`src/rtl/alu_pkg.sv`:
```
package alu_pkg;

    // Next-state action of the carry register
    typedef enum logic [1:0] {
        FLAG_KEEP    = 2'd0,
        FLAG_CAPTURE = 2'd1,
        FLAG_CLEAR   = 2'd2
    } flag_act_e;

    function automatic flag_act_e pick_action(input logic rst, input logic load);
        if (rst)       return FLAG_CLEAR;
        else if (load) return FLAG_CAPTURE;
        else           return FLAG_KEEP;
    endfunction

endpackage

```
`src/rtl/operand_cond.sv`:
```
module operand_cond #(
    parameter int WIDTH = 8
) (
    input  logic [WIDTH-1:0] b_in,
    input  logic             invert,
    output logic [WIDTH-1:0] b_out,
    output logic             cin
);
    // Per-bit XOR gating: B passes through or is inverted
    for (genvar i = 0; i < WIDTH; i++) begin : g_xor
        assign b_out[i] = b_in[i] ^ invert;
    end
    // Forced carry-in completes the two's complement
    assign cin = invert;
endmodule

```
`src/rtl/ripple_adder.sv`:
```
module ripple_adder #(
    parameter int WIDTH = 8
) (
    input  logic [WIDTH-1:0] x,
    input  logic [WIDTH-1:0] y,
    input  logic             cin,
    output logic [WIDTH-1:0] sum,
    output logic             cout
);
    logic [WIDTH:0] chain;

    assign chain[0] = cin;

    for (genvar i = 0; i < WIDTH; i++) begin : g_fa
        logic p;
        assign p           = x[i] ^ y[i];
        assign sum[i]      = p ^ chain[i];
        assign chain[i+1]  = (x[i] & y[i]) | (p & chain[i]);
    end

    assign cout = chain[WIDTH];
endmodule

```
`src/rtl/carry_flag_reg.sv`:
```
module carry_flag_reg
    import alu_pkg::*;
(
    input  logic clk,
    input  logic rst,
    input  logic load,
    input  logic d,
    output logic q
);
    flag_act_e act;
    logic      q_next;

    always_comb begin
        act = pick_action(rst, load);
    end

    always_comb begin
        unique case (act)
            FLAG_CLEAR:   q_next = 1'b0;
            FLAG_CAPTURE: q_next = d;
            FLAG_KEEP:    q_next = q;
            default:      q_next = q;
        endcase
    end

    always_ff @(posedge clk) begin
        q <= q_next;
    end
endmodule

```
`src/rtl/bus_gate.sv`:
```
module bus_gate #(
    parameter int WIDTH = 8
) (
    input  logic [WIDTH-1:0] data,
    input  logic             en,
    output logic [WIDTH-1:0] bus
);
    // Zero when idle so that bus sources can be OR-combined
    for (genvar i = 0; i < WIDTH; i++) begin : g_and
        assign bus[i] = data[i] & en;
    end
endmodule

```
`src/rtl/addsub_alu.sv`:
```
module addsub_alu #(
    parameter int WIDTH = 8
) (
    input  logic             clk,
    input  logic             rst,
    input  logic [WIDTH-1:0] opnd_a,
    input  logic [WIDTH-1:0] opnd_b,
    input  logic             sub_sel,
    input  logic             sum_oe,
    input  logic             flag_ld,
    output logic [WIDTH-1:0] bus_out,
    output logic             carry_flag
);
    logic [WIDTH-1:0] b_cond;
    logic             add_cin;
    logic [WIDTH-1:0] result;
    logic             add_cout;

    operand_cond #(.WIDTH(WIDTH)) u_cond (
        .b_in   (opnd_b),
        .invert (sub_sel),
        .b_out  (b_cond),
        .cin    (add_cin)
    );

    ripple_adder #(.WIDTH(WIDTH)) u_add (
        .x    (opnd_a),
        .y    (b_cond),
        .cin  (add_cin),
        .sum  (result),
        .cout (add_cout)
    );

    carry_flag_reg u_flag (
        .clk  (clk),
        .rst  (rst),
        .load (flag_ld),
        .d    (add_cout),
        .q    (carry_flag)
    );

    bus_gate #(.WIDTH(WIDTH)) u_bus (
        .data (result),
        .en   (sum_oe),
        .bus  (bus_out)
    );
endmodule

```
`config.mk`:
```
export PLATFORM = sky130hd
export DESIGN_NAME = addsub_alu
export DESIGN_NICKNAME = d
export VERILOG_FILES = /design/src/rtl/alu_pkg.sv /design/src/rtl/operand_cond.sv /design/src/rtl/ripple_adder.sv /design/src/rtl/carry_flag_reg.sv /design/src/rtl/bus_gate.sv /design/src/rtl/addsub_alu.sv
export SDC_FILE = /design/constraint.sdc
export NUM_CORES = 1
export LEC_CHECK = 0
export BUFFER_PORTS_ARGS = -buffer_cell sky130_fd_sc_hd__buf_2
export CORE_AREA = 2 2 39 41
export DETAILED_ROUTE_END_ITERATION = 10
export DIE_AREA = 0 0 41 43
export GPL_TIMING_DRIVEN = 0
export PLACE_DENSITY = 0.73
export SLEW_MARGIN = 20
export SYNTH_ARGS = -nofsm -noshare
export SYNTH_HDL_FRONTEND = slang
export SYNTH_HIERARCHICAL = 1
export SYNTH_SLANG_ARGS = --single-unit
```
`constraint.sdc`:
```
create_clock -name clk -period 7.6 [get_ports clk]
set_clock_uncertainty 0.1 [all_clocks]
set_input_delay 0.38 -clock clk [delete_from_list [all_inputs] [get_ports clk]]
set_output_delay 0.38 -clock clk [all_outputs]
set_load 0.1 [all_outputs]
```
==> implementation parameters, run 1 <==
Parameter                              Value

Run status
  Outcome    complete, no violations

Timing
  Setup repair after global routing missed its margin    false
  Slew Limit Fails    0
  Max Fclk    209 MHz
  Period utilization    0.631
  Slew margin rel.    0.676
  Final min period    4.79 ns
  Slew of the pin with the lowest slew margin    0.490 ns
  Post-route setup TNS    0 ns
  # setup viols final    0
  Final count of hold timing violations    0

Die
  # IOs    30
  Die Area    0.00176 mm²
  Die height    43 µm
  Area of the core    0.00138 mm²
  Standard-cell rows    14
  Initial Util    0.277
  Die W    41 µm

Routing
  Final WL    652 µm
  Via count normalized by instance count    3.93
  Antenna Nets Post-Route    0
  Number of vias in the routed layout    326
  Number of remaining DRC errors    0
  1st-pass router iterations    2
  Final routed wire length divided by cell count    7.86 µm
  1st-iter DRT viols    1

Yosys
  Share of async-settable or async-resettable flops after synthesis    0
  Share of synthesized area occupied by flip-flops and latches    0.0784
  Post-synthesis area per instance    9.82 µm²
  Share of Yosys cell area claimed by the top area cell type    0.418
  Leading post-synthesis cells by cell area    fa_1 42%, xor2_1 18%, and2_1 13%
  Post-synthesis net count    68
  Synth Cell Area    383 µm²
  Cell accounting for the most synthesized area    fa_1
  Most common library cells after synthesis    10 x inv_1, 8 x and2_1, 8 x fa_1, 8 x xor2_1
  Most used standard cell by instance count after synthesis    inv_1
  Number of standard cells after synthesis    39
  Seq cells post-synth    1
  Synth Warn #    6
  Ys flop type    edfxtp_1
  Number of synthesized flops with an enable pin    1
  Distinct cell type count of the synthesized netlist    9

Global route
  Antenna violations before repair    0
  Wire length of the first global-routing pass    1170 µm
  Maximum number of pins on one net before global-route repair    9
  Gr usage total    0.0904
  Vias in the first global route    325
  Total gr overflow    0

Setup path
  Most frequent cell on the critical path    fa_1
  Kind of end point of the critical path    output pin
  Slowest cell on the critical path    buf_2
  Combined buffer and inverter count along the critical path    6
  Max FO, Critical Path    8
  CP Launch Point    sub_sel
  Largest delay share family, worst path    adder cells
  Crit start category    input pin
  Critical Path, Cell by Cell    buf_6, xor2_1, inv_1, fa_1, inv_1, fa_1, fa_1, fa_1, fa_1, fa_1, fa_1, inv_1, fa_1, inv_1, and2_1, buf_2
  Crit-path max cell delay    0.42 ns
  Data required time at the worst endpoint    7.12 ns
  Endpoint arrival time on the critical path    4.31 ns
  Crit Path Class    in -> out

Final layout
  Largest registers in the final layout    u_flag/q x1
  Layout overhead on the synthesized area    41.8%
  Fraction of layout instances using a drive strength above 1    0.463
  Layout Nets    98
  Flip-flop count of the largest register, all copies and words added    1
  Final-layout fill cell count    136
  Number of diodes added for antenna fixing    0
  Finished layout cell area    543 µm²
  Most flop-heavy register    u_flag/q

Placement
  Number of input and output port buffers inserted    28
  Placed wire-length estimate after detailed placement    624 µm
  Routability congestion estimate from global placement    0.653
  Total placed instance area    543 µm²

Worst hold path
  Worst hold path startpoint    rst
  Worst hold path type    in -> reg

Power and ir drop
  VDD IR max    0.0750 mV
  Static Leakage    0.315 nW
  Power density relative to cell area    188 mW/mm²

Job
  Reported max-cap violation count    0

CTS
  Count of instances resized after the clock tree is built    0
  Clock-pin transition on the worst setup and hold timing paths    0 ns
  Number of buffers inserted for hold repair after clock tree synthesis    0
  Buffers inserted during post-CTS setup optimization    0
## layer usage
metal  share of wire  GRT usage  vias up
li1                -          -      163
met1            0.38      0.110      142
met2            0.52      0.172       21
met3            0.10    0.00524        0
met4               0          0        0
met5               0          0        -
## area by class of cell
| type | instances | area, µm² | area share |
|---|---|---|---|
| Buffer | 2 | 18.8 | 0.0346 |
| Inverter | 10 | 37.5 | 0.0691 |
| Multi-Input combinational cell | 26 | 297 | 0.546 |
| Sequential cell | 1 | 30.0 | 0.0553 |
| Tap cell | 16 | 20.0 | 0.0369 |
| Timing Repair Buffer | 28 | 140 | 0.258 |
## per-stage QoR
stage | hold slack [ns] | power, W | setup slack, ns | cells | utilization
after floorplan | 0.480 | 0.0000863 | 2.70 | 39 | -
after global placement | 0.570 | 0.000102 | 2.81 | 83 | 0.392
after detailed placement | 0.582 | 0.000103 | 2.76 | 83 | 0.392
after CTS | 0.579 | 0.000103 | 2.76 | 83 | 0.392
after global routing | 0.601 | 0.000109 | 2.60 | 83 | 0.392
final | 0.577 | 0.000102 | 2.81 | 83 | 0.392
## logic make-up (layout without fill, tap and decap cells)
family	Yosys count	after routing	share of synthesized area
buf+inv	12	40	0.147
xor+xnor	8	8	0.183
simple gates	10	10	0.173
flops	1	1	0.0784
fa+ha+maj	8	8	0.418
## power breakdown
part / switching [W] / internal, W
clock network: 0 / 0
registers: 0.0000000780 / 0.00000681
logic: 0.0000740 / 0.0000210
## path summary, 6_finish.rpt
check         end  slack (ns)  cells after the start
max    bus_out[7]        2.81                     16
min      u_flag/q        0.58                      2
## cell usage in the layout (no fill, tap or decap), drive strengths merged
cell type  count
and3b          1
fa             8
inv           10
xor2           8
or2            1
and2           8
edfxtp         1
buf           30
Note: power is estimated with default switching activity, not from simulation.
==> run 2, diff against run 1 <==
--- a/config.mk
+++ b/config.mk
@@ -5,12 +5,13 @@
 export SDC_FILE = /design/constraint.sdc
 export NUM_CORES = 1
 export LEC_CHECK = 0
+export ABC_AREA = 1
 export BUFFER_PORTS_ARGS = -buffer_cell sky130_fd_sc_hd__buf_2
-export CORE_AREA = 2 2 39 41
+export CORE_AREA = 2 2 42 44
 export DETAILED_ROUTE_END_ITERATION = 10
-export DIE_AREA = 0 0 41 43
+export DIE_AREA = 0 0 44 46
 export GPL_TIMING_DRIVEN = 0
-export PLACE_DENSITY = 0.73
+export PLACE_DENSITY = 0.72
 export SLEW_MARGIN = 20
 export SYNTH_ARGS = -nofsm -noshare
 export SYNTH_HDL_FRONTEND = slang
==> constraint.sdc (replaced) <==
create_clock -name clk -period 3.9 [get_ports clk]
set_clock_uncertainty 0.1 [all_clocks]
set_input_delay 0.195 -clock clk [delete_from_list [all_inputs] [get_ports clk]]
set_output_delay 0.195 -clock clk [all_outputs]
set_load 0.1 [all_outputs]
==> run 2 against run 1 <==
The run now ends with negative setup slack left; first-iteration DRC count rose by 100%; sequential share of layout area fell by 0.91 points; die area rose by 15%; critical path type unchanged; highest routed layer unchanged.
==> implementation parameters, run 2 <==
Parameter                              Value

Timing
  Worst hold slack    0.385 ns
  Setup repair after global routing missed its margin    true
  Slew margin rel.    0.679
  # setup viols final    1
  Final worst slack    -0.0399 ns
  Period utilization    1.01
  Post-route setup TNS    -0.0399 ns
  Final count of hold timing violations    0
  Final min period    3.94 ns
  Slew of the pin with the lowest slew margin    0.485 ns
  Max Fclk    254 MHz
  Slew Limit Fails    0

CTS
  Clock-pin transition on the worst setup and hold timing paths    0 ns
  Buffers inserted during post-CTS setup optimization    0
  Number of buffers inserted for hold repair after clock tree synthesis    0

Setup path
  Kind of end point of the critical path    output pin
  Data required time at the worst endpoint    3.61 ns
  Combined buffer and inverter count along the critical path    8
  Crit Path Class    in -> out
  Endpoint arrival time on the critical path    3.64 ns
  Largest delay share family, worst path    adder cells
  Slowest cell on the critical path    fa_1
  Most frequent cell on the critical path    fa_2
  Crit start category    input pin
  Crit-path max cell delay    0.39 ns
  Critical Path, Cell by Cell    buf_8, inv_4, nand2_1, nand2_1, inv_2, fa_1, inv_1, fa_2, fa_2, fa_2, fa_2, fa_2, fa_2, inv_2, fa_1, inv_1, nand2_2, clkinvlp_4, buf_12
  Max FO, Critical Path    9

Die
  Die W    44 µm
  Die Area    0.00202 mm²
  Die height    46 µm
  Standard-cell rows    15
  Area of the core    0.00161 mm²
  # IOs    30
  Initial Util    0.278

Final layout
  Most flop-heavy register    u_flag/q
  Largest registers in the final layout    u_flag/q x1
  Finished layout cell area    651 µm²
  Final-layout fill cell count    187
  Multi-input gate area    312 µm²
  Number of diodes added for antenna fixing    0
  Highest-count cells in the layout ignoring fill and taps    32 x nand2_1, 26 x buf_2, 23 x inv_1
  Layout overhead on the synthesized area    44.8%
  Layout Nets    132
  Most common cell after layout, fill and taps aside    nand2_1
  Sequential standard cell area    30.0 µm²
  Fraction of layout instances using a drive strength above 1    0.406
  Flip-flop count of the largest register, all copies and words added    1

Placement
  Number of input and output port buffers inserted    27
  Post-place setup slack    -0.410 ns
  Routability congestion estimate from global placement    0.697
  Total placed instance area    622 µm²
  Placed wire-length estimate after detailed placement    885 µm

Worst hold path
  Worst hold stages    2
  Destination of the worst hold path    u_flag/q
  Worst hold path type    in -> reg
  Worst hold path startpoint    rst

Routing
  Antenna Nets Post-Route    0
  Number of vias in the routed layout    478
  Via count normalized by instance count    4.05
  1st-pass router iterations    2
  Number of remaining DRC errors    0
  Final routed wire length divided by cell count    7.96 µm
  1st-iter DRT viols    2
  Final WL    939 µm

Yosys
  Distinct cell type count of the synthesized netlist    10
  Leading post-synthesis cells by cell area    fa_1 36%, nand2_1 28%, inv_1 22%
  Share of async-settable or async-resettable flops after synthesis    0
  Cell accounting for the most synthesized area    fa_1
  Post-synthesis area per instance    6.07 µm²
  Share of synthesized area occupied by flip-flops and latches    0.0669
  Seq cells post-synth    1
  Number of synthesized flops with an enable pin    1
  Most used standard cell by instance count after synthesis    nand2_1
  Number of standard cells after synthesis    74
  Ys flop type    edfxtp_1
  Post-synthesis net count    103
  Synth Cell Area    449 µm²
  Synth Warn #    6
  Most common library cells after synthesis    33 x nand2_1, 26 x inv_1, 8 x fa_1
  Share of Yosys cell area claimed by the top area cell type    0.357

Global route
  Wire length of the first global-routing pass    1540 µm
  Antenna violations before repair    0
  Maximum number of pins on one net before global-route repair    10
  Total gr overflow    0
  Gr usage total    0.0953
  Vias in the first global route    451

Power and ir drop
  VDD IR max    0.184 mV
  Static Leakage    0.445 nW
  Final Power    0.000198 W
  Power density relative to cell area    304 mW/mm²

Run status
  Violated checks    negative setup slack
  Outcome    finished with violations

Job
  Reported max-cap violation count    0
-- run 2: timing repair --
action,4_1_cts,5_1_grt
gates resized for setup,6,5
pin swaps,1,0
setup endpoints to repair,1,2
-- run 2: layer usage --
layer	routed length, µm	part of all wire	track usage	vias to the layer above
li1	-	-	-	249
met4	0	0	0	0
met3	84	0.089	0.00794	0
met5	0	0	0	-
met2	503	0.54	0.203	22
met1	351	0.37	0.106	207
-- run 2: logic make-up after synthesis --
logic type    count (synthesis)  share of synthesized area
flops                         1                     0.0669
fa+ha+maj                     8                      0.357
buf+inv                      30                      0.279
simple gates                 35                      0.298
-- run 2: worst max-delay path by stage --
stage | start | to | slack (ns) | cells past startpoint
after floorplan | sub_sel | bus_out[7] | -0.10 | 18
after global placement | sub_sel | bus_out[7] | -0.33 | 19
after detailed placement | sub_sel | bus_out[7] | -0.41 | 19
after CTS | sub_sel | bus_out[7] | -0.1 | 19
after global routing | sub_sel | bus_out[7] | -0.18 | 19
final | sub_sel | bus_out[7] | -0.04 | 19
-- run 2: layout make-up --
class                      count  share of cell area
buffer                         3              0.0423
tap                           17              0.0327
sequential                     1              0.0462
inverter                      27               0.165
multi-input combinational     43               0.479
timing repair buffer          27               0.235
-- run 2: through the flow --
stage,std cells,utilization
global route,118,0.403
finish,118,0.403
CTS,118,0.398
floorplan,74,-
detailed placement,118,0.385
global placement,118,0.385
-- run 2: power breakdown --
| part | total [W] | switching [W] | leakage, nW | internal [W] |
|---|---|---|---|---|
| clock network | 0 | 0 | 0 | 0 |
| registers | 0.0000133 | 0.000000141 | 0.0108 | 0.0000132 |
| logic | 0.000184 | 0.000138 | 0.434 | 0.0000458 |
| total | 0.000198 | 0.000139 | 0.445 | 0.0000590 |
==> run 3, diff against run 2 <==
--- a/config.mk
+++ b/config.mk
@@ -10,8 +10,8 @@
 export CORE_AREA = 2 2 42 44
 export DETAILED_ROUTE_END_ITERATION = 10
 export DIE_AREA = 0 0 44 46
-export GPL_TIMING_DRIVEN = 0
 export PLACE_DENSITY = 0.72
+export REMOVE_ABC_BUFFERS = 1
 export SLEW_MARGIN = 20
 export SYNTH_ARGS = -nofsm -noshare
 export SYNTH_HDL_FRONTEND = slang
==> run 3 against run 2 <==
Hold slack improved by 0.0036 ns; wire length shrank 3.5%; die area unchanged; utilization is 1.4 points higher; worst setup slack improved by 0.097 ns; critical path depth unchanged; sequential share of layout area down 0.15 points; first-iteration DRC count rose to 3.0 times the previous value; sequential power barely moved; global-route usage decreased by 0.17 points; total power increased by 4.3%; the run now ends clean; largest cell class unchanged; flip-flop and latch count unchanged.
==> implementation parameters, run 3 (synthesized netlist as in run 2, its figures left out) <==
Parameter                              Value

Global route
  Antenna violations before repair    0
  Wire length of the first global-routing pass    1490 µm
  Maximum number of pins on one net before global-route repair    9
  Total gr overflow    0
  Vias in the first global route    416
  Gr usage total    0.0936

Setup path
  Crit start category    input pin
  Max FO, Critical Path    8
  Crit Path Class    in -> out
  Endpoint arrival time on the critical path    3.55 ns
  Data required time at the worst endpoint    3.61 ns
  Slowest cell on the critical path    fa_1
  Kind of end point of the critical path    output pin
  Crit-path max cell delay    0.39 ns
  Critical Path, Cell by Cell    buf_6, inv_2, nand2_1, nand2_1, inv_2, fa_1, inv_2, fa_2, fa_2, fa_2, fa_2, fa_2, fa_2, inv_2, fa_1, inv_1, nand2_1, inv_2, buf_12
  Most frequent cell on the critical path    fa_2

Final layout
  Number of diodes added for antenna fixing    0
  Largest registers in the final layout    u_flag/q x1
  Most flop-heavy register    u_flag/q
  Flip-flop count of the largest register, all copies and words added    1
  Highest-count cells in the layout ignoring fill and taps    33 x nand2_1, 25 x buf_2, 22 x inv_1
  Layout Nets    133
  Non-filler instance count after layout    119
  Fraction of layout instances using a drive strength above 1    0.412
  Final-layout fill cell count    178
  Layout overhead on the synthesized area    49.9%
  Post-Route Utilization    0.417
  Most common cell after layout, fill and taps aside    nand2_1

CTS
  Buffers inserted during post-CTS setup optimization    0
  Clock-pin transition on the worst setup and hold timing paths    0 ns
  Number of buffers inserted for hold repair after clock tree synthesis    0

Die
  Initial Util    0.278
  Die height    46 µm
  # IOs    30
  Die W    44 µm
  Die Area    0.00202 mm²
  Area of the core    0.00161 mm²
  Standard-cell rows    15

Timing
  Slew margin rel.    0.679
  Setup repair after global routing missed its margin    true
  Post-route setup TNS    0 ns
  Slew of the pin with the lowest slew margin    0.484 ns
  Final min period    3.84 ns
  Slew Limit Fails    0
  Max Fclk    260 MHz
  # setup viols final    0
  Final count of hold timing violations    0
  Period utilization    0.985

Routing
  Final routed wire length divided by cell count    7.61 µm
  1st-pass router iterations    4
  Number of remaining DRC errors    0
  Via count normalized by instance count    3.91
  Final WL    906 µm
  Antenna Nets Post-Route    0
  Number of vias in the routed layout    465
  1st-iter DRT viols    6

Worst hold path
  Worst hold path type    in -> reg

Placement
  Number of input and output port buffers inserted    29
  Placed wire-length estimate after detailed placement    834 µm
  Total placed cells including tap cells    119
  Routability congestion estimate from global placement    0.733

Run status
  Outcome    complete, no violations

Power and ir drop
  Static Leakage    0.461 nW
  VDD IR max    0.136 mV
  Power density relative to cell area    306 mW/mm²

Job
  Reported max-cap violation count    0
-- run 3: power breakdown --
part	internal, W	leakage [nW]	switching, W
Clock	0	0	0
Combinational	0.0000542	0.450	0.000139
Sequential	0.0000132	0.0108	0.000000141
-- run 3: final cells by class --
| cell class | instances | area [µm²] | share of cell area |
|---|---|---|---|
| inverter | 27 | 101 | 0.151 |
| multi-input combinational | 43 | 309 | 0.459 |
| tap | 17 | 21.3 | 0.0316 |
| sequential | 1 | 30.0 | 0.0446 |
| timing repair buffer | 31 | 211 | 0.314 |
-- run 3: timing repair --
item | 4_1_cts | 5_1_grt
resized for setup | 8 | 4
setup endpoints to repair | 1 | 1
endpoints found under the hold margin | 0 | 0
-- run 3: path summary, 6_finish.rpt --
kind	start	cells after the start	slack, ns	end
max	sub_sel	19	0.06	bus_out[7]
min	rst	2	0.39	u_flag/q
-- run 3: per-stage QoR --
stage | total power, W | setup WS (ns) | area, µm² | hold WS, ns
floorplan | 0.000151 | -0.375 | 425 | 0.280
finish | 0.000206 | 0.0572 | 673 | 0.389
CTS | 0.000206 | -0.0193 | 671 | 0.391
detailed placement | 0.000203 | -0.347 | 652 | 0.391
global placement | 0.000200 | -0.275 | 652 | 0.381
global route | 0.000222 | -0.135 | 673 | 0.405
-- run 3: worst max-delay path, delay by kind of cell --
family / cells / cell delay [ns]
AND/OR/NAND/NOR: 3 / 0.15
adder cells (fa/ha/maj): 8 / 2.61
buffers and inverters: 8 / 0.58
-- run 3: metal layers --
layer  vias up  track usage  wire, µm
li1        251            -         -
met1       192        0.101       332
met2        22        0.197       479
met3         0       0.0159        94
met4         0            0         0
met5         -            0         0
